$ cat src/rtl/arb_pkg.sv
`timescale 1ns/1ps
package arb_pkg;

   // Which master currently owns the shared bus.
   typedef enum logic [1:0] {
      OWN_NONE  = 2'd0,
      OWN_DATA  = 2'd1,
      OWN_INSTR = 2'd2
   } own_state_e;

endpackage

$ cat src/rtl/arb_fsm.sv
`timescale 1ns/1ps
module arb_fsm
   import arb_pkg::*;
(
   input  logic       clk,
   input  logic       rst_n,
   input  logic       d_req,
   input  logic       i_req,
   input  logic       burst_end,
   output own_state_e state,
   output logic       own_d,
   output logic       own_i
);

   own_state_e state_q, state_d;

   // Ownership changes only while idle or on the cycle a burst ends.
   // On a burst end only the other port is considered.
   always_comb begin
      state_d = state_q;
      unique case (state_q)
         OWN_NONE: begin
            if (d_req)      state_d = OWN_DATA;
            else if (i_req) state_d = OWN_INSTR;
         end
         OWN_DATA: begin
            if (burst_end)  state_d = i_req ? OWN_INSTR : OWN_NONE;
         end
         OWN_INSTR: begin
            if (burst_end)  state_d = d_req ? OWN_DATA : OWN_NONE;
         end
         default:           state_d = OWN_NONE;
      endcase
   end

   always_ff @(posedge clk or negedge rst_n) begin
      if (!rst_n) state_q <= OWN_NONE;
      else        state_q <= state_d;
   end

   assign state = state_q;
   assign own_d = (state_q == OWN_DATA);
   assign own_i = (state_q == OWN_INSTR);

endmodule

$ cat src/rtl/arb_beat_gen.sv
`timescale 1ns/1ps
module arb_beat_gen #(
   parameter int AW    = 32,
   parameter int DW    = 32,
   parameter int BEATS = 4,
   parameter bit WRAP  = 1'b0
) (
   input  logic          clk,
   input  logic          rst_n,
   input  logic          ack,
   input  logic          burst_end,
   input  logic          single,
   input  logic [AW-1:0] base,
   output logic [AW-1:0] beat_addr,
   output logic          last
);

   localparam int BW      = DW / 8;
   localparam int BSH     = $clog2(BW);
   localparam int CW      = $clog2(BEATS);
   localparam int LINE_SH = BSH + CW;

   logic [CW-1:0] cnt_q;

   // Beat index: cleared when a burst ends, advanced on each acknowledge.
   always_ff @(posedge clk or negedge rst_n) begin
      if (!rst_n)         cnt_q <= '0;
      else if (burst_end) cnt_q <= '0;
      else if (ack)       cnt_q <= cnt_q + 1'b1;
   end

   assign last = single | (cnt_q == CW'(BEATS - 1));

   generate
      if (WRAP) begin : g_wrap
         // Beat index replaces the word-in-line field; the line stays fixed.
         logic [CW-1:0] word_in_line;
         assign word_in_line = base[LINE_SH-1:BSH] + cnt_q;
         assign beat_addr    = {base[AW-1:LINE_SH], word_in_line, base[BSH-1:0]};
      end else begin : g_incr
         // Plain incrementing address, one word per beat.
         logic [AW-1:0] offs;
         assign offs      = {{(AW - CW){1'b0}}, cnt_q} << BSH;
         assign beat_addr = base + offs;
      end
   endgenerate

endmodule

$ cat src/rtl/arb_route.sv
`timescale 1ns/1ps
module arb_route #(
   parameter int AW = 32,
   parameter int DW = 32
) (
   input  logic            own_d,
   input  logic            own_i,
   input  logic [AW-1:0]   d_addr,
   input  logic            d_we,
   input  logic [DW-1:0]   d_wdata,
   input  logic [DW/8-1:0] d_be,
   input  logic [AW-1:0]   i_addr,
   input  logic [DW-1:0]   m_rdata,
   input  logic            m_ack,
   input  logic            m_err,
   output logic [AW-1:0]   base_addr,
   output logic            m_we,
   output logic [DW-1:0]   m_wdata,
   output logic [DW/8-1:0] m_be,
   output logic [DW-1:0]   d_rdata,
   output logic            d_ack,
   output logic            d_err,
   output logic [DW-1:0]   i_rdata,
   output logic            i_ack,
   output logic            i_err
);

   localparam int BW = DW / 8;

   // Request side: the owner's controls go out; the rest is held quiet.
   always_comb begin
      base_addr = '0;
      m_we      = 1'b0;
      m_wdata   = '0;
      m_be      = '0;
      if (own_d) begin
         base_addr = d_addr;
         m_we      = d_we;
         m_wdata   = d_wdata;
         m_be      = d_be;
      end else if (own_i) begin
         base_addr = i_addr;
         m_be      = {BW{1'b1}};
      end
   end

   // Response side: only the owner is told about the bus response.
   assign d_ack   = own_d & m_ack & ~m_err;
   assign d_err   = own_d & m_err;
   assign d_rdata = own_d ? m_rdata : '0;
   assign i_ack   = own_i & m_ack & ~m_err;
   assign i_err   = own_i & m_err;
   assign i_rdata = own_i ? m_rdata : '0;

endmodule

$ cat src/rtl/shared_bus_arbiter.sv
`timescale 1ns/1ps
module shared_bus_arbiter
   import arb_pkg::*;
#(
   parameter int AW    = 32,
   parameter int DW    = 32,
   parameter int BEATS = 4,
   parameter bit WRAP  = 1'b0
) (
   input  logic            clk,
   input  logic            rst_n,
   input  logic            d_req,
   input  logic            d_we,
   input  logic            d_burst,
   input  logic [AW-1:0]   d_addr,
   input  logic [DW-1:0]   d_wdata,
   input  logic [DW/8-1:0] d_be,
   output logic [DW-1:0]   d_rdata,
   output logic            d_ack,
   output logic            d_err,
   input  logic            i_req,
   input  logic [AW-1:0]   i_addr,
   output logic [DW-1:0]   i_rdata,
   output logic            i_ack,
   output logic            i_err,
   output logic            m_stb,
   output logic            m_we,
   output logic            m_last,
   output logic [AW-1:0]   m_addr,
   output logic [DW-1:0]   m_wdata,
   output logic [DW/8-1:0] m_be,
   input  logic [DW-1:0]   m_rdata,
   input  logic            m_ack,
   input  logic            m_err
);

   localparam int BW = DW / 8;

   generate
      if (BEATS < 2 || (BEATS & (BEATS - 1)) != 0) begin : g_bad_beats
         $error("BEATS must be a power of two of at least 2");
      end
      if (DW < 16 || (DW % 8) != 0 || (BW & (BW - 1)) != 0) begin : g_bad_dw
         $error("DW must be a power-of-two byte multiple of at least 16");
      end
      if (AW <= $clog2(BW) + $clog2(BEATS)) begin : g_bad_aw
         $error("AW too narrow for one cache line");
      end
   endgenerate

   own_state_e      state;
   logic            own_d, own_i;
   logic            burst_end;
   logic            last;
   logic            single;
   logic [AW-1:0]   base_addr;
   logic [AW-1:0]   beat_addr;

   assign m_stb     = own_d | own_i;
   assign single    = own_d & ~d_burst;
   assign burst_end = m_stb & (m_err | (m_ack & last));
   assign m_last    = m_stb & last;
   assign m_addr    = m_stb ? beat_addr : '0;

   arb_fsm i_fsm (
      .clk       (clk),
      .rst_n     (rst_n),
      .d_req     (d_req),
      .i_req     (i_req),
      .burst_end (burst_end),
      .state     (state),
      .own_d     (own_d),
      .own_i     (own_i)
   );

   arb_beat_gen #(
      .AW    (AW),
      .DW    (DW),
      .BEATS (BEATS),
      .WRAP  (WRAP)
   ) i_beat (
      .clk       (clk),
      .rst_n     (rst_n),
      .ack       (m_stb & m_ack),
      .burst_end (burst_end),
      .single    (single),
      .base      (base_addr),
      .beat_addr (beat_addr),
      .last      (last)
   );

   arb_route #(
      .AW (AW),
      .DW (DW)
   ) i_route (
      .own_d     (own_d),
      .own_i     (own_i),
      .d_addr    (d_addr),
      .d_we      (d_we),
      .d_wdata   (d_wdata),
      .d_be      (d_be),
      .i_addr    (i_addr),
      .m_rdata   (m_rdata),
      .m_ack     (m_ack),
      .m_err     (m_err),
      .base_addr (base_addr),
      .m_we      (m_we),
      .m_wdata   (m_wdata),
      .m_be      (m_be),
      .d_rdata   (d_rdata),
      .d_ack     (d_ack),
      .d_err     (d_err),
      .i_rdata   (i_rdata),
      .i_ack     (i_ack),
      .i_err     (i_err)
   );

endmodule

$ cat config.mk
export PLATFORM = sky130hd
export DESIGN_NAME = shared_bus_arbiter
export DESIGN_NICKNAME = d
export VERILOG_FILES = /design/src/rtl/arb_pkg.sv /design/src/rtl/arb_fsm.sv /design/src/rtl/arb_beat_gen.sv /design/src/rtl/arb_route.sv /design/src/rtl/shared_bus_arbiter.sv
export SDC_FILE = /design/constraint.sdc
export NUM_CORES = 1
export LEC_CHECK = 0
export BUFFER_PORTS_ARGS = -buffer_cell sky130_fd_sc_hd__buf_4
export CAP_MARGIN = 15
export CORE_AREA = 5 5 106 108
export CTS_BUF_LIST = sky130_fd_sc_hd__clkbuf_4 sky130_fd_sc_hd__clkbuf_8
export CTS_CLUSTER_SIZE = 20
export DETAILED_ROUTE_END_ITERATION = 10
export DIE_AREA = 0 0 111 113
export GPL_TIMING_DRIVEN = 1
export PLACE_DENSITY_LB_ADDON = 0.1
export SLEW_MARGIN = 20
export SYNTH_ARGS = -nofsm -noshare
export SYNTH_HDL_FRONTEND = slang
export SYNTH_SLANG_ARGS = --single-unit
$ cat constraint.sdc
create_clock -name clk -period 11.75 [get_ports clk]
set_input_delay 2.35 -clock clk [delete_from_list [all_inputs] [get_ports clk]]
set_output_delay 2.35 -clock clk [all_outputs]
set_load 0.01 [all_outputs]
[Word level (Yosys, flattened, before mapping)]
Cells that the tools add are included.
Storage, ports and cells
  flip-flop bits (word level): 4
  input port bits: 140
  output and inout port bits: 139
  logic and storage cells: 47
Operators by class
  $add $sub $neg: 2
  equal/unequal tests: 6
  muxes and demuxes: 18
  bitwise logic cells: 16
  reduce and logical (&&, ||, !) cells: 3
Operators with widths (number)
  32-bit 2-to-1 mux: 6
  32-bit by 4-bit adder with 32-bit output: 1
  2-bit 2-to-1 mux: 7
  1-bit AND: 11
  4-bit 2-to-1 mux: 2
  2-bit case mux with 3 select lines: 1
  2-bit equality test, second input constant: 2
  2-bit inequality test, second input constant: 2
  3-bit inequality test, second input constant: 1
  1-bit bitwise OR: 3
  3-bit AND reduction: 1
  2-bit by 1-bit adder with 2-bit output, second input constant: 1
  2-bit by 1-bit equality test with 1-bit output, second input constant: 1
  2-bit zero test: 1
  1-bit 2-to-1 mux: 2
  1-bit NOT: 2
  2-bit nonzero test: 1

[Longest topological paths before layout]
  depth after elaboration: 8
  depth in mapped cells: 15
  mapped depth without buffers: 11

[Modules after synthesis]
From an unflattened synthesis, not the netlist that was laid out.
Second synthesis, totals
  cell total of the unflattened synthesis: 301
  area, all modules: 2277.2 µm²
Modules (own cells, without submodules)
  arb_route: times used 1, cells an instance 159, area an instance 1137.3 µm², sequential area each 0.0 µm²
  arb_beat_gen: times used 1, cells an instance 90, area an instance 733.2 µm², sequential area each 50.0 µm²
  shared_bus_arbiter: times used 1, cells an instance 42, area an instance 291.5 µm², sequential area each 0.0 µm²
  arb_fsm: times used 1, cells an instance 10, area an instance 115.1 µm², sequential area each 50.0 µm²

[Least setup slack after synthesis]
No wires, ideal clock.
  path type: input-to-output
  from: input d_addr[3]
  to: output m_addr[27]
  arrival: 4.295 ns
  required time: 9.400 ns
  path slack: 5.105 ns
  stages on the path: 7
  buffers on the path: 0
  cell sequence: a22o_1 -> ha_1 -> a21oi_1 -> a221oi_1 -> nand4_2 -> or3b_1 -> a21oi_1
On the way
  word-level cells in the longest chain between the ends: 3
RTL lines
  start: declaration: RTL line shared_bus_arbiter.sv:15  | input logic [AW-1:0] d_addr,
  32-bit 2-to-1 mux: RTL line arb_route.sv:36  | if (own_d) begin
  32-bit by 4-bit adder with 32-bit output: RTL line arb_beat_gen.sv:44  | assign beat_addr = base + offs;
  32-bit 2-to-1 mux: RTL line shared_bus_arbiter.sv:63  | assign m_addr = m_stb ? beat_addr : '0;
  end: declaration: RTL line shared_bus_arbiter.sv:29  | output logic [AW-1:0] m_addr,
Every way passes these cells.

[Final worst setup path]
  from: input d_addr[3]
  to: output m_addr[31]
The elaborated chain is that of the path after synthesis.

==> impl_summary.txt <==
----------------------------------------------------
[Status]
  Result of the run ... completed

[Clocking]
  Inserted Clock Buffers ... 3
  Number of sinks driven by the clock tree ... 4
  Clock tree from TritonCTS ... yes
  Level count of the clock H-tree ... 1
  Count of cells resized by post-cts repair ... 0
  Clock latency at the later pin of the worst-skew pair ... between 0.2 and 0.25 ns
  CTS clock-pin slew for the worst setup and hold paths ... 0.03 ns
  Count of hold-fix buffers inserted at cts ... 0
  Setup bufs post-CTS ... 0
  Root Buffer ... sky130_fd_sc_hd__clkbuf_8
  Buffers from clock root to sink, at most ... 2

[Yosys]
  Synthesized netlist net count ... 535
  Unique cell type count in the Yosys netlist ... 50
  Avg Cell Area, Syn ... ~6.4 um^2
  Mapped Cells ... 387
  Dominant synthesized flop cell ... sky130_fd_sc_hd__dfrtp_1
  Mapped Area ... ~2500 um^2
  Count of flip-flops with a built-in enable after synthesis ... 0
  Synth async-reset ratio ... 100%
  Post-synthesis sequential area ratio ... under 10%
  Syn. warnings ... 0
  Number of storage elements in the synthesis netlist ... 4

[Global routing]
  GRT Overall Usage ... 21.3%
  Antenna violations before repair ... 0
  Via count of the first global-routing pass ... 3997
  Total congestion overflow ... 0
  First-pass GRT wire length ... about 22000 um
  Pin count of the biggest net entering global routing ... 88

[Finish]
  Area added between synthesis and finish ... 90.2%
  Share of post-route cells with drive strength above 1 ... 45.8%
  Count of nets after finishing ... 794

[STA]
  Setup TNS ... 0 ns
  Final clock period utilization by the worst path ... 62.2%
  Achievable clock frequency ... between 100 and 150 MHz
  Count of pins over their slew limit ... 0
  Final hold viol count ... 0
  Max Clock Skew ... 0.00310 ns
  Number of setup violations in the final report ... 0
  Post-route minimum period ... 7.31 ns
  Min Hold Slack ... 0.554 ns
  Worst rel slew slack ... 40.6%
  Worst-margin pin slew ... between 0.8 and 0.9 ns
  Unrepaired setup endpoints after global routing ... no

[Setup path]
  Crit path launch type ... primary input
  Setup slack of the worst register-to-register path ... 8.63 ns
  Highest fanout seen on the critical path ... 6
  Endpoint type of the worst setup path ... primary output
  Max incr delay on CP ... roughly 0.69 ns
  Slowest cell on the critical path ... sky130_fd_sc_hd__a221oi_1
  Data required time of the worst path ... 9.40 ns
  Series of cell instances along the critical path ... buf_4 -> a22o_1 -> ha_1 -> a21oi_1 -> a221oi_1 -> nand4_1 -> or3_1 -> a21o_1 -> buf_4
  Crit path kind ... in -> out
  Reg-to-Reg End ... i_fsm.state[0]
  Endpoint arrival time on the critical path ... 4.96 ns
  Reg2Reg Depth ... 6
  Most prevalent standard cell on the critical path ... sky130_fd_sc_hd__buf_4
  Worst reg2reg path startpoint ... i_fsm.state[0]

[Floorplan]
  Die height ... 113 um
  Initial core utilization ... between 20 and 25%
  Ports ... between 200 and 300
  Die Span X ... 111 um
  Core Rows ... 37
  Core region area ... 10100 um^2
  DIE AREA ... between 10000 and 15000 um^2

[Drt]
  Number of DRC violations after detailed routing ... 0
  Initial drt markers ... 188
  Routed WL per cell ... 18.2 um
  Via total after detailed routing ... 3861
  Wirelength, routed ... 14300 um
  Antenna Nets Post-Route ... 0
  Vias/cell ... 4.94
  Drt first pass iters ... 4

[Hold path]
  Class of the worst hold path ... reg -> reg
  Hold Path Stages ... 1
  Source of the worst hold timing path ... i_fsm.state[1]
  Worst Hold End ... i_fsm.state[1]

[Placement]
  GPL Wtd Cong ... 0.864
  I/O Buffers ... roughly 280
  Placed wire-length estimate after detailed placement ... 11900 um

[Flow run]
  Max-capacitance violation count ... 0

[Power and ir drop]
  Static Leak ... 2.31 nW
  Power density over cell area ... ~160 nW/um^2
  Max VDD drop ... 0.132 mV

----------------------------------------------------
==> flip-flops by register name (all words and copies together) (netlist names) <==
| register | cells |
|---|---|
| i_fsm.state | 2 |
| i_beat.cnt_q | 2 |
==> area by class of cell <==
class / instances / area [um^2]
repair buffers: 282 / 2120
multi-input cells: 346 / 2230
well taps: 136 / 170
fillers: 1063 / 5440
inverters: 9 / 33.8
flip-flops and latches: 4 / 100
clock buffers: 3 / 41.3
diodes: 2 / 5.00
==> worst max-delay path by stage <==
stage	startpoint	end	slack, ns	cells after the start
floorplan	d_addr[3]	m_addr[27]	5.10	7
global placement	d_addr[3]	m_addr[31]	4.54	9
detailed placement	d_addr[3]	m_addr[31]	4.45	9
CTS	d_addr[3]	m_addr[31]	4.44	9
global route	d_addr[3]	m_addr[29]	4.23	9
finish	d_addr[3]	m_addr[31]	4.44	9
==> report_power, final <==
part	leakage [nW]	total (W)	internal (W)	switching, W
Sequential	0.0515	0.0000262	0.0000196	0.00000660
Clock	0.0216	0.0000307	0.0000220	0.00000869
Combinational	2.24	0.000700	0.000317	0.000383
Total	2.31	0.000757	0.000359	0.000398
==> logic make-up after synthesis <==
| family | Yosys count | share of synthesized area, % |
|---|---|---|
| adders and majority gates | 8 | 4.35 |
| xor gates and xnor gates | 6 | 2.13 |
| AOI/OAI and AO/OA | 87 | 24.7 |
| buffers and inverters | 37 | 6.28 |
| and+or+nand+nor | 245 | 58.5 |
| DFF | 4 | 4.05 |
==> placed cells by master, fill, tap and decap left out, types with 4 or more instances in the layout <==
master / count
sky130_fd_sc_hd__inv_1: 8
sky130_fd_sc_hd__nor3b_1: 4
sky130_fd_sc_hd__a22o_1: 6
sky130_fd_sc_hd__nand3_1: 16
sky130_fd_sc_hd__ha_1: 5
sky130_fd_sc_hd__o31ai_1: 5
sky130_fd_sc_hd__and2_1: 105
sky130_fd_sc_hd__nand4_1: 7
sky130_fd_sc_hd__buf_4: 282
sky130_fd_sc_hd__nor3_1: 8
sky130_fd_sc_hd__nand2_1: 33
sky130_fd_sc_hd__dfrtp_1: 4
sky130_fd_sc_hd__a21oi_1: 17
sky130_fd_sc_hd__a21o_1: 7
sky130_fd_sc_hd__nand3b_1: 7
sky130_fd_sc_hd__nand4b_1: 13
sky130_fd_sc_hd__or3_1: 4
sky130_fd_sc_hd__and3_1: 6
sky130_fd_sc_hd__xnor2_1: 4
sky130_fd_sc_hd__o21ai_0: 12
sky130_fd_sc_hd__nor2_1: 24
sky130_fd_sc_hd__a22oi_1: 21
==> metrics by stage <==
step	utilization, %	cells	setup slack (ns)	total power, W	cell area (um^2)
2_1_floorplan	-	387	5.10	0.000412	2470
3_5_place_dp	45.9	777	4.45	0.000729	4650
6_report	46.4	782	4.44	0.000757	4700
3_3_place_gp	45.9	777	4.54	0.000725	4650
4_1_cts	46.3	780	4.44	0.000763	4700
5_1_grt	46.3	780	4.23	0.000828	4700
==> critical path: cells and delay by family <==
family / cells / cell delay, ns
AND/OR/NAND/NOR: 2 / 0.80
buffers and inverters: 2 / 0.25
adder cells (fa/ha/maj): 1 / 0.31
AO/OA/AOI/OAI: 4 / 1.24
==> synthesized netlist by cell type (5+ instances only) <==
cell type                  instances  area share, %
sky130_fd_sc_hd__a21o_1            7            2.1
sky130_fd_sc_hd__a21oi_1          17            3.4
sky130_fd_sc_hd__a22o_1            6            2.1
sky130_fd_sc_hd__a22oi_1          21            6.4
sky130_fd_sc_hd__and2_1          105             27
sky130_fd_sc_hd__and3_1            6            1.5
sky130_fd_sc_hd__clkbuf_1         22            3.3
sky130_fd_sc_hd__ha_1              7            3.5
sky130_fd_sc_hd__inv_1             8            1.2
sky130_fd_sc_hd__nand2_1          33            5.0
sky130_fd_sc_hd__nand3_1          16            3.2
sky130_fd_sc_hd__nand3b_1          7            2.1
sky130_fd_sc_hd__nand4_1           7            1.8
sky130_fd_sc_hd__nand4b_1         13            4.6
sky130_fd_sc_hd__nor2_1           24            3.6
sky130_fd_sc_hd__nor3_1            8            1.6
sky130_fd_sc_hd__o21ai_0          12            2.4
sky130_fd_sc_hd__o31ai_1           5            1.5
==> routing by layer <==
layer	vias to the layer above	routed length, um	part of all wire, %	global-route usage [%]
li1	1909	-	-	-
met1	1770	5470	38	24.6
met2	169	7400	52	39.5
met3	13	1240	8.7	6.26
met4	0	156	1.1	3.78
met5	-	0	0	0
No activity file was read; power rests on OpenSTA's default activity.
